===== src/rtl/wdtPkg.sv =====
package wdtPkg;

  // Strobes issued by the control module to the datapath each cycle.
  typedef struct packed {
    logic selLoad;  // capture low select bits
    logic preClr;   // zero the prescaler
    logic preAdv;   // increment the prescaler
    logic cntClr;   // zero the watchdog counter
    logic cntAdv;   // increment the watchdog counter (wraps)
  } wdtStrobes_t;

endpackage


===== src/rtl/wdtDatapath.sv =====
module wdtDatapath
  import wdtPkg::*;
#(
  parameter int SEL_W   = 3,
  parameter int DATA_W  = 8,
  parameter int CNT_W   = 8,
  parameter int SEL_RST = 7
) (
  input  logic              clk,
  input  logic              rstN,
  input  wdtStrobes_t       strobes,
  input  logic [SEL_W-1:0]  selIn,
  output logic [SEL_W-1:0]  selQ,
  output logic              preTerm,
  output logic              cntTerm
);

  // Prescaler wide enough for the largest ratio, 2^(2^SEL_W - 1).
  localparam int PRE_W = (1 << SEL_W) - 1;

  logic [PRE_W-1:0] preQ;
  logic [PRE_W-1:0] preMask;
  logic [CNT_W-1:0] cntQ;

  // Terminal mask: bit i is set when select exceeds i, i.e. mask = 2^sel - 1.
  for (genvar i = 0; i < PRE_W; i++) begin : g_mask
    assign preMask[i] = (selQ > SEL_W'(i));
  end

  always_ff @(posedge clk or negedge rstN) begin
    if (!rstN) begin
      selQ <= SEL_W'(SEL_RST);
    end else if (strobes.selLoad) begin
      selQ <= selIn;
    end
  end

  always_ff @(posedge clk or negedge rstN) begin
    if (!rstN) begin
      preQ <= '0;
    end else if (strobes.preClr) begin
      preQ <= '0;
    end else if (strobes.preAdv) begin
      preQ <= preQ + 1'b1;
    end
  end

  always_ff @(posedge clk or negedge rstN) begin
    if (!rstN) begin
      cntQ <= '0;
    end else if (strobes.cntClr) begin
      cntQ <= '0;
    end else if (strobes.cntAdv) begin
      cntQ <= cntQ + 1'b1;
    end
  end

  assign preTerm = (preQ == preMask);
  assign cntTerm = (cntQ == {CNT_W{1'b1}});

endmodule


===== src/rtl/wdtControl.sv =====
module wdtControl
  import wdtPkg::*;
(
  input  logic        clk,
  input  logic        rstN,
  input  logic        tickEn,
  input  logic        kick,
  input  logic        selWrEn,
  input  logic        preTerm,
  input  logic        cntTerm,
  output wdtStrobes_t strobes,
  output logic        pulseQ,
  output logic        flagQ
);

  logic tickTaken;
  logic overflow;

  // A kick or a select write swallows a coincident tick.
  assign tickTaken = tickEn && !kick && !selWrEn;
  assign overflow  = tickTaken && preTerm && cntTerm;

  always_comb begin
    strobes         = '0;
    strobes.selLoad = selWrEn;
    strobes.preClr  = kick || selWrEn || (tickTaken && preTerm);
    strobes.preAdv  = tickTaken && !preTerm;
    strobes.cntClr  = kick;
    strobes.cntAdv  = tickTaken && preTerm;
  end

  always_ff @(posedge clk or negedge rstN) begin
    if (!rstN) begin
      pulseQ <= 1'b0;
      flagQ  <= 1'b0;
    end else begin
      pulseQ <= overflow;
      if (overflow) flagQ <= 1'b1;
    end
  end

endmodule


===== src/rtl/wdtPrescaled.sv =====
module wdtPrescaled
  import wdtPkg::*;
#(
  parameter int SEL_W   = 3,
  parameter int DATA_W  = 8,
  parameter int CNT_W   = 8,
  parameter int SEL_RST = 7
) (
  input  logic              clk,
  input  logic              rstN,
  input  logic              tickEn,
  input  logic              kick,
  input  logic              selWrEn,
  input  logic [DATA_W-1:0] selWrData,
  output logic              wdtReset,
  output logic              timeoutFlag,
  output logic [SEL_W-1:0]  selCur
);

  wdtStrobes_t strobes;
  logic        preTerm;
  logic        cntTerm;

  wdtControl u_ctrl (
    .clk     (clk),
    .rstN    (rstN),
    .tickEn  (tickEn),
    .kick    (kick),
    .selWrEn (selWrEn),
    .preTerm (preTerm),
    .cntTerm (cntTerm),
    .strobes (strobes),
    .pulseQ  (wdtReset),
    .flagQ   (timeoutFlag)
  );

  wdtDatapath #(
    .SEL_W   (SEL_W),
    .DATA_W  (DATA_W),
    .CNT_W   (CNT_W),
    .SEL_RST (SEL_RST)
  ) u_dp (
    .clk     (clk),
    .rstN    (rstN),
    .strobes (strobes),
    .selIn   (selWrData[SEL_W-1:0]),
    .selQ    (selCur),
    .preTerm (preTerm),
    .cntTerm (cntTerm)
  );

endmodule


===== config.mk =====
export PLATFORM = sky130hd
export DESIGN_NAME = wdtPrescaled
export DESIGN_NICKNAME = d
export VERILOG_FILES = /design/src/rtl/wdtPkg.sv /design/src/rtl/wdtDatapath.sv /design/src/rtl/wdtControl.sv /design/src/rtl/wdtPrescaled.sv
export SDC_FILE = /design/constraint.sdc
export NUM_CORES = 1
export LEC_CHECK = 0
export BUFFER_PORTS_ARGS = -buffer_cell sky130_fd_sc_hd__buf_4
export CAP_MARGIN = 20
export CORE_ASPECT_RATIO = 1.2
export CORE_MARGIN = 2
export CORE_UTILIZATION = 45
export CTS_CLUSTER_DIAMETER = 80
export DETAILED_ROUTE_END_ITERATION = 12
export PLACE_DENSITY = 0.67
export RECOVER_POWER = 100
export SLEW_MARGIN = 25
export SYNTH_ARGS = -nofsm -noshare
export SYNTH_HDL_FRONTEND = slang
export SYNTH_SLANG_ARGS = --single-unit

===== constraint.sdc =====
create_clock -name clk -period 2.4 [get_ports clk]
set_input_delay 0.12 -clock clk [delete_from_list [all_inputs] [get_ports clk]]
set_output_delay 0.12 -clock clk [all_outputs]
set_load 0.01 [all_outputs]

==> results.md <==
* Max Slew Vio Count at 0
* Gr usage total at 17.3%
* Clock Skew at 0.00171 ns
* Worst slew margin at 29.8%
* Cell Chain, Critical Path: nand2b_1 -> a31oi_1 -> or3_1 -> nor4_2 -> mux2_2
* Top-count cell post-synth: dfrtp_1
* Wire length per cell at 14.2 um
* CTS buffer count at 3
* Layout cells sized above 1 at 22.3%
* Initial Util at 47.4%
* Worst hold path class: input port to flop
* EDFF count, synth at 0
* Crit share post-route at 94.1%
* Row count at 20
* Max_cap viols at 0
* Tot Pwr at 0.717 mW
* Die span in x at 51.1 um
* Commonest cells post-synth: dfrtp_1 (17), nor2_1 (9), mux2_2 (8), nor3_1 (8), nor2b_1 (7)
* # diodes at 0
* Grt peak-use layer: met2
* Layout Nets at 146
* Synth top area share at 35.5%
* Via count at 937
* Vias per inst at 5.75
* Max Fclk at 0.443 GHz
* Full die area at 3090 um^2
* Number of remaining DRC errors at 0
* CTS resizes at 0
* Post-synth ARST share at 100%
* GRT met3 Usage at 2.46%
* First-pass GRT wire length at 3930 um
* Crit path required time at 2.61 ns
* Die Y at 60.5 um
* Crit start category: flop
* Root buffer cell: clkbuf_4
* Drt total wl at 2320 um
* Met1 Use GR at 20.8%
* Syn_area_per_cell at 10.1 um^2
* Flops & latches, synth at 20
* Max stage delay on crit path at 0.67 ns
* # IOs at 18
* Crit path depth at 5
* Total leakage power at 0.543 nW
* Outcome: completed
* Endpoints failing hold at 0
* Initial antenna violation count at 0
* Remaining antenna violation count at 0
* Pwr Density at 539 nW/um^2
* Grt total ovfl at 0
* Yosys top cell by area: dfrtp_1
* Ys flop type: dfrtp_1
* Crit path arrival time at 2.47 ns
* Bufs and invs on worst path at 0
* Worst Setup End Kind: flop
* Yosys cell types at 44
* GP Congestion at 0.781
* Sequential-to-total area share from yosys stat at 42.1%
* Post-CTS setup buffer count at 0
* Final min period at 2.26 ns
* Synth-to-layout area growth at 11.2%
* Worst skew pair latency at 0.31 ns
* Mapped Nets at 133
* IO buf count at 12
* Endpoints failing setup at 0
* 1st-pass router iterations at 4
* Tightest Pin Transition at 1.05 ns
* Critical path class: flop to flop
* Worst Reg-to-Reg Cells at 5
* Worst Hold Path Cells at 2
* Post-Syn Instances at 118
* H-Tree Depth at 1
* Final setup TNS at 0 ns
* Cell Area, Synth at 1200 um^2
* GR Layer Usage met2 at 30.1%
* Max VDD drop at 0.257 mV
* Max Fanout on Critical Path at 13
* Clock tree buffer depth at 2
* Drt initial violations at 15
* Largest net degree at the start of global routing at 21
* Delay-heaviest family, CP: simple AND/OR/NAND/NOR gates
* CTS Sinks at 20
* Slowest stage cell, crit path: dfstp_2
* Number of global-route vias before repair at 862
* Number of synthesis warnings at 0
* TritonCTS clock tree: done
* CTS clk-pin slew, worst paths at 0.12 ns
* Core area at 2530 um^2
* CTS Hold Bufs at 1
* Area contributors post-synth: dfrtp_1 (36%), mux2_2 (7.5%), dfstp_2 (6.6%), nor2b_1 (3.7%), nor3_1 (3.3%)
* RSZ-0062 raised after global routing: no
* Detail Placement HPWL at 1680 um
==> layout by cell type, fill, tap and decap left out, types with 4 or more instances in the layout <==
| cell | n |
|---|---|
| nor2_1 | 9 |
| nor3_1 | 8 |
| dfrtp_1 | 17 |
| clkbuf_1 | 6 |
| nand3_1 | 6 |
| and3_1 | 4 |
| nand2_1 | 4 |
| buf_4 | 6 |
| mux2_2 | 8 |
| nor2b_1 | 7 |
==> routing by layer <==
layer,vias up,routed length (um)
met5,-,0
met4,0,44
met3,5,89
met2,18,1170
met1,461,1020
li1,453,-
==> registers in the layout, summed over array words and instances (netlist names) <==
register       cells
u_ctrl.flagQ       1
u_ctrl.pulseQ      1
u_dp.cntQ          8
u_dp.preQ          7
u_dp.selQ          3
==> power by group <==
part / internal (mW) / leakage (nW) / switching [mW]
combinational: 0.0302 / 0.246 / 0.0419
sequential: 0.347 / 0.269 / 0.0160
clock: 0.169 / 0.0279 / 0.113
==> stage by stage <==
step,cells,hold slack (ns),worst slack [ns],cell area [um^2],utilization (%)
after floorplan,118,-0.176,0.264,1200,-
after global placement,158,0.0144,0.163,1300,51.6
after detailed placement,158,0.0182,0.136,1300,51.6
after CTS,163,0.0271,0.117,1370,54.1
after global routing,163,0.0291,0.0365,1330,52.7
final,163,0.0319,0.141,1330,52.7
==> cell families after synthesis <==
family	Yosys count	share of synthesized area, %
adders and majority gates	2	2.09
AOI/OAI and AO/OA	12	8.05
muxes	11	10.4
buffers and inverters	8	3.34
and+or+nand+nor	59	29.6
DFF	20	42.1
xor gates and xnor gates	6	4.39
==> area by class of cell <==
class	count	area (um^2)
clock buffers	3	22.5
clock inverters	1	30.0
fillers	243	1200
inverters	2	7.51
multi-input cells	90	643
flip-flops and latches	20	504
well taps	33	41.3
repair buffers	14	82.6
==> final timing paths <==
check,from,to,slack (ns)
worst max-delay path,u_dp.selQ[1],u_dp.cntQ[6],0.14
worst min-delay path,selWrEn,u_dp.selQ[2],0.03
worst max register to register,u_dp.selQ[1],u_dp.cntQ[6],0.14
worst min register to register,u_ctrl.flagQ,u_ctrl.flagQ,0.49
max in group asynchronous,rstN,u_ctrl.flagQ,1.27
min in group asynchronous,rstN,u_dp.cntQ[4],0.50
==> worst register-to-register path: cells and delay by family (launching register included) <==
| kind | cells | cell delay (ns) |
|---|---|---|
| compound gates | 1 | 0.08 |
| flops | 1 | 0.67 |
| simple gates | 3 | 1.03 |
| mux | 1 | 0.37 |
No activity file was read; power rests on OpenSTA's default activity.
